**src/rtl/cov_pkg.sv**
```systemverilog
`timescale 1ns/1ps
package cov_pkg;
  localparam int VAL_W = 10;
  typedef logic [VAL_W-1:0] val_t;

  typedef struct packed {
    val_t a_lo, a_hi, a_one;
    val_t b1_lo, b1_hi, b2_lo, b2_hi;
    val_t c_lo, c_hi;
    val_t d_lo, d_hi;
    val_t ign_lo, ign_hi;
    val_t ill_lo, ill_hi;
  } bin_spec_t;

  localparam bin_spec_t DEFAULT_SPEC = '{
    a_lo: 10'd0,    a_hi: 10'd63,   a_one: 10'd65,
    b1_lo: 10'd127, b1_hi: 10'd150, b2_lo: 10'd148, b2_hi: 10'd191,
    c_lo: 10'd200,  c_hi: 10'd202,
    d_lo: 10'd1000, d_hi: 10'd1023,
    ign_lo: 10'd140, ign_hi: 10'd143,
    ill_lo: 10'd512, ill_hi: 10'd515};

  typedef enum logic [1:0] {CL_DEFAULT, CL_IGNORE, CL_ILLEGAL, CL_BIN} cls_e;

  function automatic logic in_rng(val_t v, val_t lo, val_t hi);
    return (v >= lo) && (v <= hi);
  endfunction

  function automatic int b_base(bin_spec_t s);
    return (s.b1_lo < s.b2_lo) ? int'(s.b1_lo) : int'(s.b2_lo);
  endfunction

  function automatic int b_span(bin_spec_t s);
    int top;
    top = (s.b1_hi > s.b2_hi) ? int'(s.b1_hi) : int'(s.b2_hi);
    return top - b_base(s) + 1;
  endfunction

  function automatic int c_span(bin_spec_t s);
    return int'(s.c_hi) - int'(s.c_lo) + 1;
  endfunction

  function automatic int n_bins(bin_spec_t s);
    return 2 + b_span(s) + c_span(s);
  endfunction

  function automatic logic is_b(val_t v, bin_spec_t s);
    return in_rng(v, s.b1_lo, s.b1_hi) || in_rng(v, s.b2_lo, s.b2_hi);
  endfunction

  // Scalar bins always count; per-value bins count unless ignored or illegal.
  function automatic int count_countable(bin_spec_t s);
    int n;
    val_t vv;
    n = 2;
    for (int v = 0; v < (1 << VAL_W); v++) begin
      vv = val_t'(v);
      if ((is_b(vv, s) || in_rng(vv, s.c_lo, s.c_hi)) &&
          !in_rng(vv, s.ign_lo, s.ign_hi) && !in_rng(vv, s.ill_lo, s.ill_hi))
        n++;
    end
    return n;
  endfunction
endpackage

```
**src/rtl/cov_classifier.sv**
```systemverilog
`timescale 1ns/1ps
module cov_classifier
  import cov_pkg::*;
#(
  parameter bin_spec_t SPEC  = DEFAULT_SPEC,
  parameter int        IDX_W = 7
) (
  input  val_t              value,
  output cls_e              cls,
  output logic [IDX_W-1:0]  idx
);
  localparam int NB    = n_bins(SPEC);
  localparam int BBASE = b_base(SPEC);
  localparam int BSPAN = b_span(SPEC);

  // Precedence: illegal, ignore, scalar low, scalar high, arrays, default.
  always_comb begin
    cls = CL_DEFAULT;
    idx = '0;
    if (in_rng(value, SPEC.ill_lo, SPEC.ill_hi)) begin
      cls = CL_ILLEGAL;
    end else if (in_rng(value, SPEC.ign_lo, SPEC.ign_hi)) begin
      cls = CL_IGNORE;
    end else if (in_rng(value, SPEC.a_lo, SPEC.a_hi) || value == SPEC.a_one) begin
      cls = CL_BIN;
      idx = '0;
    end else if (in_rng(value, SPEC.d_lo, SPEC.d_hi)) begin
      cls = CL_BIN;
      idx = IDX_W'(NB - 1);
    end else if (is_b(value, SPEC)) begin
      cls = CL_BIN;
      idx = IDX_W'(1 + int'(value) - BBASE);
    end else if (in_rng(value, SPEC.c_lo, SPEC.c_hi)) begin
      cls = CL_BIN;
      idx = IDX_W'(1 + BSPAN + int'(value) - int'(SPEC.c_lo));
    end
  end
endmodule

```
**src/rtl/cov_hit_store.sv**
```systemverilog
`timescale 1ns/1ps
module cov_hit_store
  import cov_pkg::*;
#(
  parameter int NBINS = 70,
  parameter int IDX_W = 7,
  parameter int CNT_W = 7
) (
  input  logic              clk,
  input  logic              rst,
  input  logic              clr,
  input  logic              sample_en,
  input  cls_e              cls,
  input  logic [IDX_W-1:0]  idx,
  output logic [CNT_W-1:0]  hit_count,
  output logic              illegal_halt
);
  logic [NBINS-1:0] flags;
  logic             take;

  assign take = sample_en && !illegal_halt && !clr;

  always_ff @(posedge clk) begin
    if (rst || clr) begin
      flags        <= '0;
      hit_count    <= '0;
      illegal_halt <= 1'b0;
    end else if (take) begin
      if (cls == CL_ILLEGAL) begin
        illegal_halt <= 1'b1;
      end else if (cls == CL_BIN && !flags[idx]) begin
        flags[idx] <= 1'b1;
        hit_count  <= hit_count + CNT_W'(1);
      end
    end
  end

  AST_COUNT_STEP: assert property (@(posedge clk) disable iff (rst)
    !clr |=> (hit_count == $past(hit_count)) || (hit_count == $past(hit_count) + CNT_W'(1)));
  AST_HALT_STICKY: assert property (@(posedge clk) disable iff (rst)
    (illegal_halt && !clr) |=> (illegal_halt && $stable(hit_count)));
  AST_ILLEGAL_SETS: assert property (@(posedge clk) disable iff (rst)
    (sample_en && !clr && cls == CL_ILLEGAL) |=> illegal_halt);
  AST_CLEAR_WINS: assert property (@(posedge clk) disable iff (rst)
    clr |=> (hit_count == '0 && !illegal_halt));
  AST_NO_SAMPLE: assert property (@(posedge clk) disable iff (rst)
    (!sample_en && !clr) |=> $stable(hit_count));
endmodule

```
**src/rtl/cov_percent.sv**
```systemverilog
`timescale 1ns/1ps
module cov_percent #(
  parameter int NCOUNT   = 66,
  parameter int CNT_W    = 7,
  parameter int PCT_W    = 7,
  parameter int DONE_PCT = 60
) (
  input  logic              clk,
  input  logic              rst,
  input  logic [CNT_W-1:0]  hit_count,
  output logic [PCT_W-1:0]  coverage_pct,
  output logic              done
);
  logic [PCT_W-1:0] pct_next;

  always_comb begin
    if (NCOUNT > 0) pct_next = PCT_W'((int'(hit_count) * 100) / NCOUNT);
    else            pct_next = PCT_W'(100);
  end

  always_ff @(posedge clk) begin
    if (rst) begin
      coverage_pct <= '0;
      done         <= 1'b0;
    end else begin
      coverage_pct <= pct_next;
      done         <= (int'(pct_next) >= DONE_PCT);
    end
  end

  AST_PCT_BOUND: assert property (@(posedge clk) disable iff (rst)
    int'(coverage_pct) <= 100);
  AST_DONE_LEVEL: assert property (@(posedge clk) disable iff (rst)
    done |-> int'(coverage_pct) >= DONE_PCT);
endmodule

```
**src/rtl/cov_bin_collector.sv**
```systemverilog
`timescale 1ns/1ps
module cov_bin_collector
  import cov_pkg::*;
#(
  parameter bin_spec_t SPEC     = DEFAULT_SPEC,
  parameter int        DONE_PCT = 60,
  localparam int       NCOUNT   = count_countable(SPEC),
  localparam int       CNT_W    = $clog2(NCOUNT + 1),
  localparam int       PCT_W    = 7
) (
  input  logic                 clk,
  input  logic                 rst,
  input  logic                 sample_en,
  input  logic [VAL_W-1:0]     sample_val,
  input  logic                 clr,
  output logic [CNT_W-1:0]     hit_count,
  output logic [PCT_W-1:0]     coverage_pct,
  output logic                 done,
  output logic                 illegal_halt
);
  localparam int NBINS = n_bins(SPEC);
  localparam int IDX_W = $clog2(NBINS);

  cls_e             cls;
  logic [IDX_W-1:0] idx;

  cov_classifier #(.SPEC(SPEC), .IDX_W(IDX_W)) u_cls (
    .value (sample_val),
    .cls   (cls),
    .idx   (idx)
  );

  cov_hit_store #(.NBINS(NBINS), .IDX_W(IDX_W), .CNT_W(CNT_W)) u_store (
    .clk          (clk),
    .rst          (rst),
    .clr          (clr),
    .sample_en    (sample_en),
    .cls          (cls),
    .idx          (idx),
    .hit_count    (hit_count),
    .illegal_halt (illegal_halt)
  );

  cov_percent #(.NCOUNT(NCOUNT), .CNT_W(CNT_W), .PCT_W(PCT_W), .DONE_PCT(DONE_PCT)) u_pct (
    .clk          (clk),
    .rst          (rst),
    .hit_count    (hit_count),
    .coverage_pct (coverage_pct),
    .done         (done)
  );

  AST_IGNORE_NO_EFFECT: assert property (@(posedge clk) disable iff (rst)
    (sample_en && !clr && cls == CL_IGNORE) |=> $stable(hit_count));
  AST_DEFAULT_NO_EFFECT: assert property (@(posedge clk) disable iff (rst)
    (sample_en && !clr && cls == CL_DEFAULT) |=> $stable(hit_count));
endmodule

```
**config.mk**
```make
export PLATFORM = sky130hd
export DESIGN_NAME = cov_bin_collector
export DESIGN_NICKNAME = d
export VERILOG_FILES = /design/src/rtl/cov_pkg.sv /design/src/rtl/cov_classifier.sv /design/src/rtl/cov_hit_store.sv /design/src/rtl/cov_percent.sv /design/src/rtl/cov_bin_collector.sv
export SDC_FILE = /design/constraint.sdc
export NUM_CORES = 1
export LEC_CHECK = 0
export ABC_CLOCK_PERIOD_IN_PS = 12600
export BUFFER_PORTS_ARGS = -buffer_cell sky130_fd_sc_hd__buf_2
export CORE_AREA = 2 2 156 158
export CTS_CLUSTER_DIAMETER = 30
export DETAILED_ROUTE_END_ITERATION = 10
export DIE_AREA = 0 0 158 160
export GPL_TIMING_DRIVEN = 0
export PLACE_DENSITY = 0.62
export SETUP_SLACK_MARGIN = 0.3
export SYNTH_ARGS = -nofsm -noshare
export SYNTH_HDL_FRONTEND = slang
export SYNTH_HIERARCHICAL = 1
export SYNTH_SLANG_ARGS = --single-unit
```
**constraint.sdc**
```tcl
create_clock -name clk -period 12.6 [get_ports clk]
set_input_delay 2.52 -clock clk [delete_from_list [all_inputs] [get_ports clk]]
set_output_delay 2.52 -clock clk [all_outputs]
set_load 0.01 [all_outputs]
```
==> results of run 1 <==
through the flow:
stage          total power [mW]  utilization [%]  area [µm²]  worst slack (ps)  hold WS [ps]
2_1_floorplan             0.306                -        9250              2570           417
3_3_place_gp              0.320             41.1        9790               358           431
5_1_grt                   0.602             42.7       10200               258           474
3_5_place_dp              0.320             41.1        9790               201           446
4_1_cts                   0.584             42.3       10100               307           461
6_report                  0.580             42.7       10200              1030           460
worst min-delay path: cells and delay by family (launching register included):
| kind | cells | cell delay [ps] |
|---|---|---|
| flip-flops | 1 | 320 |
| AO/OA/AOI/OAI | 1 | 60 |
| AND/OR/NAND/NOR | 1 | 40 |
power by group through the flow:
| stage | logic (mW) | clock network (mW) | registers [mW] |
|---|---|---|---|
| finish | 0.0434 | 0.265 | 0.272 |
| global route | 0.0467 | 0.283 | 0.272 |
| CTS | 0.0424 | 0.270 | 0.272 |
| detailed placement | 0.0422 | 0 | 0.278 |
| global placement | 0.0418 | 0 | 0.278 |
| floorplan | 0.0283 | 0 | 0.278 |
per-layer routing:
layer	vias up	global-route usage [%]	wire (µm)
met5	-	0	0
met4	0	6.31	601
met3	46	3.04	1770
met2	326	34.4	12800
met1	4507	32.0	13500
li1	4477	-	-
Yosys cell counts, types with 11 or more instances:
| cell | instances | share of area (%) |
|---|---|---|
| nor3_1 | 29 | 1.6 |
| a21oi_1 | 39 | 2.1 |
| nand2b_1 | 16 | 1.1 |
| clkbuf_1 | 31 | 1.3 |
| dfxtp_1 | 86 | 19 |
| nor2b_1 | 15 | 1.0 |
| xor2_1 | 11 | 1.0 |
| ha_1 | 37 | 5.0 |
| nand3_1 | 46 | 2.5 |
| buf_2 | 19 | 1.0 |
| mux2i_1 | 26 | 2.8 |
| inv_1 | 18 | 0.73 |
| or3_1 | 11 | 0.74 |
| a2111oi_0 | 61 | 5.8 |
| a31oi_1 | 22 | 1.5 |
| o21a_1 | 69 | 5.6 |
| o211ai_1 | 16 | 1.3 |
| nor2_1 | 70 | 2.8 |
| xnor2_1 | 38 | 3.6 |
| nand4_1 | 12 | 0.81 |
| nand2_1 | 96 | 3.9 |
| o21ai_0 | 30 | 1.6 |
final timing paths:
kind	start	end	slack [ps]	cells after the start
setup / recovery	u_store/hit_count[1]	u_pct/coverage_pct[0]	1030	39
hold / removal	u_store/flags[68]	u_store/flags[68]	460	2
setup reg to reg	u_store/hit_count[1]	u_pct/coverage_pct[0]	1030	39
hold reg to reg	u_store/flags[68]	u_store/flags[68]	460	2
cell families (layout without fill, tap and decap cells):
group	count (synthesis)	count (layout)	share of synthesized area, %
buffers and inverters	88	135	4.60
xor gates and xnor gates	52	52	5.29
DFF	86	86	18.6
muxes	45	45	6.35
and+or+nand+nor	378	378	21.8
adders and majority gates	39	39	5.44
AOI/OAI and AO/OA	418	418	37.9
sequential cells by signal, summed over array words and instances (netlist names):
name	count
u_store/illegal_halt	1
u_store/flags	70
u_pct/coverage_pct	7
u_store/hit_count	7
u_pct/done	1
repair_timing:
action,4_1_cts,5_1_grt
pin swaps,0,2
buffers inserted,0,6
gates resized for setup,2,12
endpoints found under the setup margin,1,1
area by class of cell:
class                      instances  area, µm²
sequential                        86       1720
clock inverter                     1       30.0
inverter                          20       78.8
timing repair buffer              33        180
fill                            2477      13600
multi-input combinational        932       7150
clock buffer                      13        260
tap                              324        405
buffer                            68        352
==> impl_metrics.ini, run 1 <==
[clock_network]
clkTransAtPathRegs_ps = 60
h-tree-depth = 3
cts.hold.buffers_added = 0
cts_tree = yes
clkLatencyLatePin_ps = 340
clock_sinks = 86
clockBufferDepth = 2
cts_root_buf = clkbuf_16
numCtsBuffers = 9

[synthesis]
yosysSeqAreaShare_pct = 18.6
synth_cells = 1106
synth_seq_cells = 86
ys.warnings.count = 6
syn_area_um2 = 9250
avgSynthCellArea_um2 = 8.36
synth_nets = 1159
async_flop_share_pct = 0
synth_edf_count = 0
ys.flop_type = dfxtp_1
synth_cell_types = 128

[timing]
setup_viol = 0
rsz0062_at_grt = no
setup-tns-final_ps = 0
worstMarginPinSlew_ps = 1150
fin_crit_sh_pct = 91.8
fmax_ghz = 0.0865
finalHoldViolCount = 0
relSlewSlack_pct = 22.8
clock_skew_ps = 5.96
drv_slew = 0
fin_crit_ps = 11570

[floorplanning]
rows = 57
initial_core_util_pct = 38.8
io_pins = 30
fp.dieH_um = 160
core_area_um2 = 23800
die_area_um2 = 25300
fp.dieW_um = 158

[worst_setup_path]
crit_buf_inv = 8
cpPeakStageDelay_ps = 610
cpMaxStageDelayCell = a311oi_2
cp.arrival_ps = 11800
crit_family = compound AO/OA/AOI/OAI gates
cp.required_ps = 12840
endpoint_kind = flip-flop
worst_path_most_repeated_cell = ha_1
worstPathMaxFanout = 12
crit_type = reg -> reg
start_kind = flip-flop

[global_route]
grt_pass1_vias = 8648
grt_first_pass_wirelength_um = 45500
overflow = 0
grt_antenna_before_repair = 0
grt.total_usage_pct = 22.2
grt_max_degree = 15

[detailed_routing]
drt-initial-drc-count = 877
antenna_left = 0
avgRoutedWirePerCell_um = 19.4
routed_wl_um = 28600
dr_total_vias = 9356
drc = 0
drtPass1Iterations = 5
viasPerCell = 6.33

[power]
p_per_area_nw_per_um2 = 57.0
combPwrFrac_pct = 7.5
p_switching_uw = 133
intPower_uw = 447
pwr-share-seq_pct = 46.9
clkPwrFrac_pct = 45.7
p_leak_nw = 3.71
peakVddDrop_mv = 0.0638
switching_share_pct = 23.0

[cells_and_area]
final_common_cell = nand2_1
final_cells = 1477
antenna_cells = 0
drive_above_1_share_pct = 16.2
areaGrowthSynthToFinish_pct = 10.1
final_nets = 1203
layout_common_cells = 96 x nand2_1, 85 x dfxtp_1, 69 x o21a_1

[place]
hpwl_um = 21400
dp.cells = 1457
io_buffers = 27
gp_congestion = 0.946

[run_status]
status = finished, final reports clean

[worst_hold_path]
hp-class = reg -> reg

[flow_run]
maxCapViolCount = 0
Note: power is estimated with default switching activity, not from simulation.
==> run 2: changes to the inputs <==
CAP_MARGIN = 20   (was default)
CORE_AREA = 2 2 164 150   (was 2 2 156 158)
DIE_AREA = 0 0 166 152   (was 0 0 158 160)
==> impl_metrics.ini, run 2 (synthesized netlist as in run 1, its figures left out) <==
[timing]
setup_viol = 0
worstMarginPinSlew_ps = 1130
setup_slack_ps = 1090
fin_crit_sh_pct = 91.3
finalHoldViolCount = 0
fin_crit_ps = 11510
rsz0062_at_grt = no
fmax_ghz = 0.0869
setup-tns-final_ps = 0
relSlewSlack_pct = 24.0
clock_skew_ps = 10.1
drv_slew = 0

[worst_setup_path]
r2r-start = u_store/hit_count[1]
reg2regPathDepth = 39
rrSetupSlack_ps = 1090
start_kind = flip-flop
cpMaxStageDelayCell = a311oi_2
cp.required_ps = 12840
setup.worst_path.start = u_store/hit_count[1]
r2r_end = u_pct/coverage_pct[0]
cpPeakStageDelay_ps = 550
crit_type = reg -> reg
endpoint_kind = flip-flop
cp.arrival_ps = 11750
worstPathMaxFanout = 12
worst_path_most_repeated_cell = ha_1

[place]
io_buffers = 27
preCtsSetupSlack_ps = 311
dp.cells = 1441
hpwl_um = 21500
gp_congestion = 0.911

[clock_network]
cts_tree = yes
clockBufferDepth = 2
cts.hold.buffers_added = 0
clkTransAtPathRegs_ps = 70
clkLatencyLatePin_ps = 350
cts_root_buf = clkbuf_16
h-tree-depth = 3
numCtsBuffers = 9
clock_sinks = 86

[global_route]
overflow = 0
grt_max_degree = 16
grt_first_pass_wirelength_um = 46600
grt_pass1_vias = 8603
grt.total_usage_pct = 22.1
grt_antenna_before_repair = 0

[detailed_routing]
routed_wl_um = 28700
viasPerCell = 6.46
drtPass1Iterations = 7
drt-initial-drc-count = 905
dr_total_vias = 9444
avgRoutedWirePerCell_um = 19.6
antenna_left = 0
drc = 0

[worst_hold_path]
hold_depth = 2
hp-class = reg -> reg
worstHoldStart = u_store/flags[68]
whs_endpoint = u_store/flags[68]

[cells_and_area]
final_cells = 1462
areaGrowthSynthToFinish_pct = 9.84
final_nets = 1203
top_regs = u_store/flags (70), u_pct/coverage_pct (7), u_store/hit_count (7)
final_common_cell = nand2_1
antenna_cells = 0
layout_common_cells = 96 x nand2_1, 85 x dfxtp_1, 69 x nor2_1, 69 x o21a_1, 61 x a2111oi_0
largest_reg_flops = 70
drive_above_1_share_pct = 16.6
fillerInstances = 2390
final_core_util_pct = 42.8
regMostFlops = u_store/flags
ff_latch_area_um2 = 1720
multi_input_area_um2 = 7160

[power]
peakVddDrop_mv = 0.0668
power.total_uw = 573
p_leak_nw = 3.70
p_per_area_nw_per_um2 = 56.4

[floorplanning]
initial_core_util_pct = 39.0
fp.dieH_um = 152
die_area_um2 = 25200
fp.dieW_um = 166
rows = 54
io_pins = 30
core_area_um2 = 23700

[flow_run]
maxCapViolCount = 0

[run_status]
status = finished, final reports clean
==> run 2: worst max-delay path by stage <==
stage                                       end  cells past startpoint
after floorplan           u_pct/coverage_pct[0]                     41
after global placement    u_pct/coverage_pct[0]                     39
after detailed placement  u_pct/coverage_pct[0]                     39
after CTS                 u_pct/coverage_pct[0]                     39
after global routing      u_pct/coverage_pct[0]                     45
final                     u_pct/coverage_pct[0]                     39
==> run 2: worst max-delay path: cells and delay by family, from the launching register on <==
| kind | cells | cell delay [ps] |
|---|---|---|
| AOI/OAI and AO/OA | 15 | 4310 |
| and+or+nand+nor | 10 | 2550 |
| adders and majority gates | 6 | 2060 |
| buffers and inverters | 5 | 1150 |
| DFF | 1 | 470 |
| muxes | 1 | 440 |
| xor gates and xnor gates | 2 | 400 |
==> run 2: cell type report <==
| type | instances | share of cell area, % |
|---|---|---|
| plain buffers | 68 | 3.46 |
| clock buffers | 10 | 2.35 |
| clock inverters | 5 | 0.419 |
| inverters | 20 | 0.776 |
| multi-input cells | 932 | 70.5 |
| flip-flops and latches | 86 | 17.0 |
| well taps | 308 | 3.79 |
| repair buffers | 33 | 1.77 |
==> run 2: routing by layer <==
layer | track usage, % | vias up | part of all wire (%)
li1 | - | 4476 | -
met1 | 33.3 | 4589 | 50
met2 | 33.2 | 338 | 43
met3 | 3.28 | 41 | 6.1
met4 | 4.64 | 0 | 1.6
met5 | 0 | - | 0
==> run 2: power breakdown <==
group          switching (mW)  total [mW]  internal [mW]
combinational          0.0310      0.0438         0.0128
sequential          0.0000849       0.272          0.272
clock                   0.117       0.257          0.140
total                   0.148       0.573          0.425
==> run 2: stage by stage <==
stage / hold WS (ps) / cell area (µm²)
final: 450 / 10200
after global routing: 474 / 10200
after CTS: 450 / 10100
after detailed placement: 434 / 9770
after global placement: 429 / 9770
after floorplan: 417 / 9250
==> run 2: timing repair <==
item / in CTS / in global routing
pin swaps: 0 / 1
cloned: 0 / 0
gates resized for setup: 1 / 13
buffers inserted: 0 / 6
setup endpoints to repair: 1 / 1
==> run 3: changes to the inputs <==
REMOVE_ABC_BUFFERS = 1   (was default)
==> impl_metrics.ini, run 3 (synthesized netlist as in run 1, its figures left out) <==
[run_status]
status = finished, final reports clean

[floorplanning]
fp.dieH_um = 152
fp.dieW_um = 166
initial_core_util_pct = 39.0
die_area_um2 = 25200
rows = 54
io_pins = 30
core_area_um2 = 23700

[place]
io_buffers = 29
hpwl_um = 19900
dp.cells = 1389
gp_congestion = 0.904

[cells_and_area]
antenna_cells = 0
top_regs = u_store/flags (70), u_pct/coverage_pct (7), u_store/hit_count (7)
ff_latch_area_um2 = 1720
fillerInstances = 2355
final_cells = 1410
final_common_cell = nand2_1
regMostFlops = u_store/flags
layout_common_cells = 95 x nand2_1, 84 x dfxtp_1, 69 x o21a_1
largest_reg_flops = 70
areaGrowthSynthToFinish_pct = 9.88
final_nets = 1150
multi_input_area_um2 = 7260
drive_above_1_share_pct = 16.6
final_core_util_pct = 42.8

[detailed_routing]
drt-initial-drc-count = 962
drtPass1Iterations = 8
drc = 0
viasPerCell = 6.49
dr_total_vias = 9155
wl_met1_um = 12900
avgRoutedWirePerCell_um = 19.5
dr.max_layer_used = met5
wl_met2_um = 12200
dr_wl_met3_um = 1830
routed_wl_um = 27600
antenna_left = 0

[clock_network]
numCtsBuffers = 9
clock_sinks = 86
clkLatencyLatePin_ps = 340
cts.hold.buffers_added = 0
clockBufferDepth = 2
cts_tree = yes
cts_root_buf = clkbuf_16
h-tree-depth = 3
clkTransAtPathRegs_ps = 70

[worst_setup_path]
worst_path_most_repeated_cell = ha_1
cpMaxStageDelayCell = o41ai_4
cp.depth = 38
crit_family = compound AO/OA/AOI/OAI gates
cp.required_ps = 12830
start_kind = flip-flop
reg2regPathDepth = 38
cpPeakStageDelay_ps = 740
endpoint_kind = flip-flop
crit_buf_inv = 3
crit_type = reg -> reg
cp.arrival_ps = 11910
worstPathMaxFanout = 17

[timing]
fmax_ghz = 0.0856
drv_slew = 0
setup-tns-final_ps = 0
finalHoldViolCount = 0
relSlewSlack_pct = 36.0
setup_viol = 0
clock_skew_ps = 12.4
fin_crit_sh_pct = 92.7
worstMarginPinSlew_ps = 954
fin_crit_ps = 11680
rsz0062_at_grt = no

[worst_hold_path]
hold_depth = 2
hp-class = reg -> reg

[power]
p_leak_nw = 3.65
p_per_area_nw_per_um2 = 58.7
peakVddDrop_mv = 0.0882

[global_route]
grt_antenna_before_repair = 1
grt_first_pass_wirelength_um = 44400
grt.total_usage_pct = 20.9
grt_max_degree = 56
grt_pass1_vias = 8507
overflow = 0

[flow_run]
maxCapViolCount = 0
==> run 3: worst paths after layout <==
| path | start | slack (ps) | endpoint |
|---|---|---|---|
| min reg2reg | u_store/flags[68] | 460 | u_store/flags[68] |
| min | u_store/flags[68] | 460 | u_store/flags[68] |
| max reg2reg | u_store/hit_count[1] | 920 | u_pct/coverage_pct[0] |
| max | u_store/hit_count[1] | 920 | u_pct/coverage_pct[0] |
==> run 3: worst min-delay path, stage by stage (launching register included) <==
cell	delay [ps]
dfxtp_1	330
nand2_1	40
o21ai_0	60
==> run 3: report_power, final <==
part           internal (mW)  leakage (nW)  switching, mW
sequential             0.272         0.693      0.0000898
combinational         0.0148          2.81         0.0307
clock                  0.157         0.146          0.122
total                  0.444          3.65          0.153
==> run 3: cell type report <==
type / count / area share [%]
multi-input cells: 932 / 71.5
repair buffers: 48 / 4.04
flip-flops and latches: 86 / 17.0
well taps: 308 / 3.79
clock buffers: 10 / 2.25
clock inverters: 6 / 0.739
inverters: 20 / 0.751
==> run 3: stage by stage <==
step / area, µm² / hold slack [ps] / power (mW) / setup slack, ps
4_1_cts: 10100 / 460 / 0.603 / 467
2_1_floorplan: 8900 / 417 / 0.302 / 1580
5_1_grt: 10200 / 473 / 0.614 / 297
3_5_place_dp: 9730 / 441 / 0.323 / -1210
6_report: 10200 / 459 / 0.596 / 919
3_3_place_gp: 9430 / 435 / 0.317 / -1480
==> run 3: timing repair <==
action / in CTS / in global routing
gates resized for setup: 5 / 11
pin swaps: 1 / 3
buffers inserted: 1 / 4
setup endpoints to repair: 2 / 1
==> run 3: per-layer routing <==
metal,track usage (%),vias to the layer above
li1,-,4375
met4,6.75,2
met1,29.3,4405
met5,0,-
met2,32.7,323
met3,3.28,50
